`src/rtl/ccp_pkg.sv`:
```
package ccp_pkg;

    // staging configuration held inside the block
    typedef struct packed {
        logic preload;
        logic trig_sel;
    } ccp_cfg_t;

    // two-stage trigger history
    typedef struct packed {
        logic sync;
        logic prev;
    } ccp_trig_t;

    localparam int CCP_PAIR_W = 2;

endpackage

```
`src/rtl/ccp_cfg_reg.sv`:
```
module ccp_cfg_reg
    import ccp_pkg::*;
(
    input  logic clk,
    input  logic rst_n,
    input  logic we,
    input  logic preload_in,
    input  logic trig_sel_in,
    output logic preload,
    output logic trig_sel
);

    ccp_cfg_t cfg_d, cfg_q;

    always_comb begin
        cfg_d = cfg_q;
        if (we) begin
            cfg_d.preload  = preload_in;
            cfg_d.trig_sel = trig_sel_in;
        end
    end

    always_ff @(posedge clk or negedge rst_n) begin
        if (!rst_n) cfg_q <= '0;
        else        cfg_q <= cfg_d;
    end

    assign preload  = cfg_q.preload;
    assign trig_sel = cfg_q.trig_sel;

endmodule

```
`src/rtl/ccp_trig_edge.sv`:
```
module ccp_trig_edge
    import ccp_pkg::*;
(
    input  logic clk,
    input  logic rst_n,
    input  logic trig_in,
    output logic rise
);

    ccp_trig_t trg_d, trg_q;

    always_comb begin
        trg_d      = trg_q;
        trg_d.sync = trig_in;
        trg_d.prev = trg_q.sync;
    end

    always_ff @(posedge clk or negedge rst_n) begin
        if (!rst_n) trg_q <= '0;
        else        trg_q <= trg_d;
    end

    // high for the one cycle after the registered copy went 0 -> 1
    assign rise = trg_q.sync & ~trg_q.prev;

endmodule

```
`src/rtl/ccp_chan_slot.sv`:
```
module ccp_chan_slot
    import ccp_pkg::*;
#(
    parameter int MODE_W   = 3,
    parameter bit HAS_COMP = 1'b1
) (
    input  logic                  clk,
    input  logic                  rst_n,
    input  logic                  we,
    input  logic [CCP_PAIR_W-1:0] wr_en,
    input  logic [CCP_PAIR_W-1:0] wr_pol,
    input  logic [MODE_W-1:0]     wr_mode,
    input  logic                  preload,
    input  logic                  commute,
    output logic [CCP_PAIR_W-1:0] act_en,
    output logic [CCP_PAIR_W-1:0] act_pol,
    output logic [MODE_W-1:0]     act_mode
);

    // plain channels keep only the main-output bit of each pair
    localparam logic [CCP_PAIR_W-1:0] PAIR_MASK = HAS_COMP ? 2'b11 : 2'b01;

    typedef struct packed {
        logic [CCP_PAIR_W-1:0] en;
        logic [CCP_PAIR_W-1:0] pol;
        logic [MODE_W-1:0]     mode;
    } bits_t;

    typedef struct packed {
        bits_t shadow;
        bits_t active;
    } slot_t;

    slot_t st_d, st_q;
    logic  pass_through;

    always_comb begin
        st_d = st_q;
        if (we) begin
            st_d.shadow.en   = wr_en & PAIR_MASK;
            st_d.shadow.pol  = wr_pol & PAIR_MASK;
            st_d.shadow.mode = wr_mode;
        end
        pass_through = !HAS_COMP || !preload || commute;
        if (pass_through) st_d.active = st_d.shadow;
    end

    always_ff @(posedge clk or negedge rst_n) begin
        if (!rst_n) st_q <= '0;
        else        st_q <= st_d;
    end

    assign act_en   = st_q.active.en;
    assign act_pol  = st_q.active.pol;
    assign act_mode = st_q.active.mode;

endmodule

```
`src/rtl/ccp_commute_preload.sv`:
```
module ccp_commute_preload
    import ccp_pkg::*;
#(
    parameter int N_COMP  = 3,
    parameter int N_PLAIN = 1,
    parameter int MODE_W  = 3
) (
    input  logic                                 clk,
    input  logic                                 rst_n,
    input  logic                                 cfg_we,
    input  logic                                 cfg_preload_in,
    input  logic                                 cfg_trig_sel_in,
    input  logic [N_COMP+N_PLAIN-1:0]            ch_we,
    input  logic [1:0]                           wr_en,
    input  logic [1:0]                           wr_pol,
    input  logic [MODE_W-1:0]                    wr_mode,
    input  logic                                 com_sw,
    input  logic                                 trig_in,
    output logic [2*(N_COMP+N_PLAIN)-1:0]        act_en,
    output logic [2*(N_COMP+N_PLAIN)-1:0]        act_pol,
    output logic [MODE_W*(N_COMP+N_PLAIN)-1:0]   act_mode
);

    localparam int NCH = N_COMP + N_PLAIN;

    logic cfg_preload;
    logic cfg_trig_sel;
    logic trig_rise;
    logic commute;

    ccp_cfg_reg u_cfg (
        .clk         (clk),
        .rst_n       (rst_n),
        .we          (cfg_we),
        .preload_in  (cfg_preload_in),
        .trig_sel_in (cfg_trig_sel_in),
        .preload     (cfg_preload),
        .trig_sel    (cfg_trig_sel)
    );

    ccp_trig_edge u_trig (
        .clk     (clk),
        .rst_n   (rst_n),
        .trig_in (trig_in),
        .rise    (trig_rise)
    );

    // commutation sources; gated by the staging bit inside each slot
    assign commute = com_sw | (cfg_trig_sel & trig_rise);

    for (genvar g = 0; g < NCH; g++) begin : g_ch
        ccp_chan_slot #(
            .MODE_W   (MODE_W),
            .HAS_COMP (g < N_COMP)
        ) u_slot (
            .clk      (clk),
            .rst_n    (rst_n),
            .we       (ch_we[g]),
            .wr_en    (wr_en),
            .wr_pol   (wr_pol),
            .wr_mode  (wr_mode),
            .preload  (cfg_preload),
            .commute  (commute),
            .act_en   (act_en[2*g +: 2]),
            .act_pol  (act_pol[2*g +: 2]),
            .act_mode (act_mode[MODE_W*g +: MODE_W])
        );
    end

endmodule

```
`config.mk`:
```
export PLATFORM = sky130hd
export DESIGN_NAME = ccp_commute_preload
export DESIGN_NICKNAME = d
export VERILOG_FILES = /design/src/rtl/ccp_pkg.sv /design/src/rtl/ccp_cfg_reg.sv /design/src/rtl/ccp_trig_edge.sv /design/src/rtl/ccp_chan_slot.sv /design/src/rtl/ccp_commute_preload.sv
export SDC_FILE = /design/constraint.sdc
export NUM_CORES = 1
export LEC_CHECK = 0
export BUFFER_PORTS_ARGS = -buffer_cell sky130_fd_sc_hd__clkbuf_2
export CAP_MARGIN = 20
export CORE_ASPECT_RATIO = 1.5
export CORE_MARGIN = 2
export CORE_UTILIZATION = 35
export CTS_CLUSTER_DIAMETER = 80
export DETAILED_ROUTE_END_ITERATION = 7
export MAX_ROUTING_LAYER = met4
export PLACE_DENSITY = 0.66
export SLEW_MARGIN = 30
export SYNTH_ARGS = -nofsm -noshare
export SYNTH_HDL_FRONTEND = slang
export SYNTH_SLANG_ARGS = --single-unit
export TNS_END_PERCENT = 20
```
`constraint.sdc`:
```
create_clock -name clk -period 1.9 [get_ports clk]
set_input_delay 0.57 -clock clk [delete_from_list [all_inputs] [get_ports clk]]
set_output_delay 0.57 -clock clk [all_outputs]
set_load 0.03 [all_outputs]
```
==> results_dict.tcl, run 1 <==
set metrics [dict create \
    firstDrtPassIters 2 \
    hold_viol 0 \
    cts_tree "built" \
    maxCapViolations 0 \
    synth_cell_type_count 11 \
    max_freq_mhz 630.3 \
    synth_edf_count 0 \
    grt_pass1_wl_mm 5.989 \
    busiest_layer "met2" \
    outcome "completed" \
    grtUsageMet3 0.02346 \
    max-clock-path-buffers 2 \
    irDropWorstVdd_mv 0.7214 \
    final_antenna_net_count 0 \
    utilization 0.4044 \
    async_reset_ff_frac 1.000 \
    netlist_top_cells_count "51 x dfrtp_1, 42 x mux2_4, 23 x buf_4, 5 x mux2_1, 3 x buf_6" \
    grtUsageMet2 0.1768 \
    die_h_um 102.6 \
    post_cts_buffers 0 \
    pin_count 46 \
    worstMarginPinSlew_ps 603.6 \
    grt_pass1_vias 1153 \
    synth.avg_cell_area_um2 17.19 \
    post-route-drc-count 0 \
    synthTopCellsByArea "dfrtp_1 56%, mux2_4 28%, buf_4 7.6%" \
    synthCells 132 \
    tns_ps 0 \
    slew_viol_final 0 \
    clock-sinks 51 \
    die-area_um2 7158 \
    slowest_stage "o21ai_4" \
    cts_resized 0 \
    coreArea_um2 6218 \
    rsz0062_at_grt "no" \
    numCtsBuffers 5 \
    cts_root_buffer "clkbuf_8" \
    num_rows 35 \
    drtIter0Drc 3 \
    synth_top_area_frac 0.5623 \
    io_buffers 43 \
    grt_usage 0.1130 \
    routed_wl_mm 3.716 \
    ys.flop_type "dfrtp_1" \
    clock_latency_ps 300 \
    path_cells "o21ai_4 > buf_16 > mux2_4" \
    vias_per_cell 4.461 \
    final.min_clock_period_ps 1587 \
    gr-total-overflow 0 \
    antennaDiodeCount 0 \
    h-tree-depth 2 \
    period_share 0.8350 \
    cts.clk_slew.worst_paths_ps 90 \
    crit_arrival_ps 1770 \
    start_util 0.3650 \
    slowest_delay_ps 520 \
    hold_buffers 0 \
    clock_skew_ps 8.758 \
    num_vias 1035 \
    yosys_warnings 0 \
    yosysTopAreaCell "dfrtp_1" \
    leakage_nw 1.272 \
    relSlewSlack 0.5961 \
    fin_nets 175 \
    grt_max_degree 52 \
    netlist_area_um2 2270 \
    layout-drive-gt1-share 0.6203 \
    ys_seq_elements 51 \
    antenna_found_initial 0 \
    power.density_nw_per_um2 1077 \
    cp-end-kind "flip-flop" \
    gp_congestion 0.7238 \
    synth.most_common_cell "dfrtp_1" \
    hpwlAfterDp_mm 2.586 \
    die_w_um 69.75 \
    wl_per_cell_um 16.02 \
    timing.hold.ws_ps 240.4 \
    worst-r2r-cell-count 3 \
    setup_viol 0 \
    min_path_type "in2async" \
    yosysSeqAreaShare 0.5623 \
    n_fill_cell 592 \
    area_growth_pct 10.80 \
    cp.required_ps 2090 \
    startpoint_type "flip-flop" \
    grt_use_met1 0.1442 \
    path_max_fanout 11 \
    crit_type "reg2reg" \
]
[critical path, delay by kind of cell (launching register included)]
kind / cells / cell delay [ps]
flip-flops: 1 / 410
multiplexers: 1 / 310
AO/OA/AOI/OAI: 1 / 520
buffers and inverters: 1 / 230
[cells in the final DEF, fill, tap and decap left out, types with 2 or more instances in the layout]
master / n
mux2_1: 5
mux2_2: 2
bufinv_16: 2
clkbuf_8: 5
mux2_4: 42
clkbuf_2: 43
dfrtp_1: 51
conb_1: 2
[registers in the layout, indices dropped and copies added, names as in the netlist]
| register | flops |
|---|---|
| g_ch.u_slot.st_q | 21 |
| g_ch.u_slot.act_en | 7 |
| u_cfg.trig_sel | 1 |
| g_ch.u_slot.act_mode | 12 |
| u_cfg.preload | 1 |
| u_trig.trg_d | 1 |
| u_trig.trg_q | 1 |
| g_ch.u_slot.act_pol | 7 |
[stage by stage]
stage               area [um2]  power, mW  setup slack, ps  cells
floorplan                 2273      1.804            540.8    133
global placement          2355      1.855            248.4    223
detailed placement        2355      1.868            197.5    223
CTS                       2487      2.740            177.7    231
global route              2515      2.819            245.0    232
finish                    2515      2.708            313.5    232
[power breakdown]
group | internal [mW] | leakage [nW] | total, mW | switching [mW]
Combinational | 0.257 | 0.610 | 0.571 | 0.314
Clock | 0.526 | 0.0654 | 0.861 | 0.335
Sequential | 1.21 | 0.596 | 1.28 | 0.0636
Total | 2.00 | 1.27 | 2.71 | 0.713
[layer usage]
metal / vias to the layer above / part of all wire
li1: 465 / -
met5: - / 0
met2: 32 / 0.50
met1: 534 / 0.45
met4: 0 / 0.015
met3: 4 / 0.037
[final cells by class]
type | instances | area (um2) | area share
Timing Repair Buffer | 45 | 262.8 | 0.1045
Sequential cell | 51 | 1276 | 0.5075
Tap cell | 74 | 92.59 | 0.03682
Multi-Input combinational cell | 54 | 750.7 | 0.2985
Clock buffer | 6 | 72.57 | 0.02886
Clock inverter | 2 | 60.06 | 0.02388
[cells by family after synthesis]
group	share of synthesized area
other	0.001652
and+or+nand+nor	0.007715
AOI/OAI and AO/OA	0.007168
DFF	0.5623
buffers and inverters	0.1086
muxes	0.3126
[worst paths after layout]
| check | from | to | slack (ps) |
|---|---|---|---|
| min | rst_n | g_ch[0].u_slot.act_mode[0] | 240 |
| max in group asynchronous | rst_n | g_ch[3].u_slot.act_en[0] | 1420 |
| max | u_trig.trg_q[0] | g_ch[0].u_slot.act_pol[0] | 310 |
| min reg2reg | u_trig.trg_d[0] | u_trig.trg_q[0] | 390 |
| max reg2reg | u_trig.trg_q[0] | g_ch[0].u_slot.act_pol[0] | 310 |
| min in group clk | trig_in | u_trig.trg_d[0] | 380 |
No activity file was read; power rests on OpenSTA's default activity.
==> inputs of run 2 (changes only) <==
ABC_AREA = 1   (was default)
clock period = 1.65 ns   (was 1.9 ns; I/O delays follow)
==> results_dict.tcl, run 2 <==
set metrics [dict create \
    synthTopCellsByArea "dfrtp_1 59%, nand2_1 12%, buf_4 9.1%" \
    max-clock-path-buffers 2 \
    routed_wl_mm 3.894 \
    final_antenna_net_count 0 \
    grt_usage 0.1309 \
    wl_per_cell_um 11.69 \
    grtUsageMet2 0.2248 \
    final.min_clock_period_ps 1381 \
    synth_edf_count 0 \
    maxCapViolations 0 \
    fin_nets 276 \
    path_cells "clkbuf_2" \
    largest_reg_flops 21 \
    grtUsageMet3 0.02691 \
    n_fill_cell 638 \
    irDropWorstVdd_mv 0.6768 \
    ys.flop_type "dfrtp_1" \
    clock_skew_ps 6.015 \
    antenna_found_initial 0 \
    cpLargestDelayFamily "flip-flops" \
    max_freq_mhz 724.1 \
    num_rows 35 \
    synth.most_common_cell "nand2_1" \
    cp.required_ps 1150 \
    outcome "completed" \
    grt_use_met1 0.1452 \
    share_comb_of_total_power 0.188 \
    area_growth_pct 9.180 \
    yosys_warnings 0 \
    cp-end-kind "output pin" \
    gr-total-overflow 0 \
    clock-sinks 51 \
    firstDrtPassIters 4 \
    path_max_fanout 2 \
    period_share 0.8370 \
    async_reset_ff_frac 1.000 \
    power.internal_mw 1.809 \
    drtIter0Drc 27 \
    yosysTopAreaCell "dfrtp_1" \
    synth.avg_cell_area_um2 9.124 \
    gp_congestion 0.7373 \
    die_w_um 68.05 \
    power.density_nw_per_um2 1108 \
    post-route-drc-count 0 \
    setup_viol 0 \
    hpwlAfterDp_mm 2.734 \
    seqPwrFrac 0.549 \
    die_h_um 100.1 \
    hold_viol 0 \
    path_buf_inv 1 \
    io_buffers 43 \
    synthCells 236 \
    pwr-share-clk 0.263 \
    start_util 0.3563 \
    grt_pass1_wl_mm 6.603 \
    cts.clk_slew.worst_paths_ps 90 \
    num_vias 1442 \
    synth_top_area_frac 0.5927 \
    final_cell_mix "71 x nand2_1, 51 x dfrtp_1, 43 x clkbuf_2" \
    ys_seq_elements 51 \
    antennaDiodeCount 0 \
    h-tree-depth 2 \
    slew_viol_final 0 \
    slowest_stage "dfrtp_1" \
    die-area_um2 6809 \
    post_cts_buffers 0 \
    grt_pass1_vias 1472 \
    p_switching_mw 0.7966 \
    design_area_um2 2351 \
    cts_tree "built" \
    grt_max_degree 52 \
    netlist_area_um2 2153 \
    synth_cell_type_count 12 \
    slowest_delay_ps 400 \
    final_common_cell "nand2_1" \
    clock_latency_ps 300 \
    top_register "g_ch.u_slot.st_q" \
    rsz0062_at_grt "no" \
    min_path_type "in2async" \
    netlist_top_cells_count "71 x nand2_1, 51 x dfrtp_1, 29 x inv_1, 26 x buf_4, 22 x nand3_1" \
    cts_root_buffer "clkbuf_8" \
    busiest_layer "met2" \
    vias_per_cell 4.330 \
    numCtsBuffers 5 \
    coreArea_um2 6043 \
    p_sw_frac 0.3058 \
    startpoint_type "flip-flop" \
    tns_ps 0 \
    crit_type "reg2out" \
    yosysSeqAreaShare 0.5927 \
    layout-drive-gt1-share 0.2124 \
    pin_count 46 \
    placed_area_um2 2266 \
    leakage_nw 1.281 \
    hold_buffers 0 \
    cts_resized 0 \
    crit_arrival_ps 890 \
]
## run 2: kinds of logic after synthesis
group	synth area share
other	0.001742
DFF	0.5927
AOI/OAI and AO/OA	0.06508
and+or+nand+nor	0.1778
buffers and inverters	0.1627
## run 2: final timing paths
| path | startpoint | endpoint | slack, ps | depth (start not counted) |
|---|---|---|---|---|
| worst max-delay path | g_ch[2].u_slot.act_mode[1] | act_mode[7] | 270 | 1 |
| worst min-delay path | rst_n | g_ch[3].u_slot.act_en[0] | 170 | 2 |
| worst max register to register | u_cfg.preload | g_ch[1].u_slot.act_pol[1] | 660 | 5 |
| worst min register to register | u_trig.trg_d[0] | u_trig.trg_q[0] | 380 | 0 |
| max in group asynchronous | rst_n | g_ch[2].u_slot.st_q[13] | 1250 | 2 |
| min in group clk | trig_in | u_trig.trg_d[0] | 310 | 1 |
## run 2: stage by stage
step                      setup slack, ps    util  cells  hold WS (ps)  power (mW)
after global routing                221.7  0.3890    333         182.4       2.758
after global placement              432.9  0.3749    325         358.3       1.946
after floorplan                     573.9       -    237         199.4       1.875
after CTS                           250.1  0.3890    333         171.4       2.655
after detailed placement            402.2  0.3749    325         361.9       1.956
final                               268.9  0.3890    333         172.8       2.605
## run 2: power groups by stage
| stage | combinational (mW) | sequential (mW) | clock [mW] |
|---|---|---|---|
| 6_report | 0.489 | 1.43 | 0.685 |
| 2_1_floorplan | 0.408 | 1.47 | 0 |
| 3_5_place_dp | 0.497 | 1.46 | 0 |
| 4_1_cts | 0.500 | 1.43 | 0.721 |
| 5_1_grt | 0.545 | 1.45 | 0.762 |
| 3_3_place_gp | 0.488 | 1.46 | 0 |
## run 2: layer usage
metal	vias to the layer above	wire, um
li1	744	-
met3	5	166
met1	665	1610
met2	28	2060
met5	-	0
met4	0	58
## run 2: worst register-to-register path, delay by kind of cell, from the launching register on
kind | cells | cell delay, ps
buffers and inverters | 2 | 310
flip-flops | 1 | 330
AND/OR/NAND/NOR | 3 | 300
## run 2: cell type report
type	count	area (um2)	share of cell area
sequential	51	1276	0.5428
multi-input combinational	124	530.5	0.2257
timing repair buffer	47	257.7	0.1096
inverter	29	108.9	0.04630
tap	74	92.59	0.03938
clock buffer	6	72.57	0.03087
clock inverter	2	12.51	0.005322
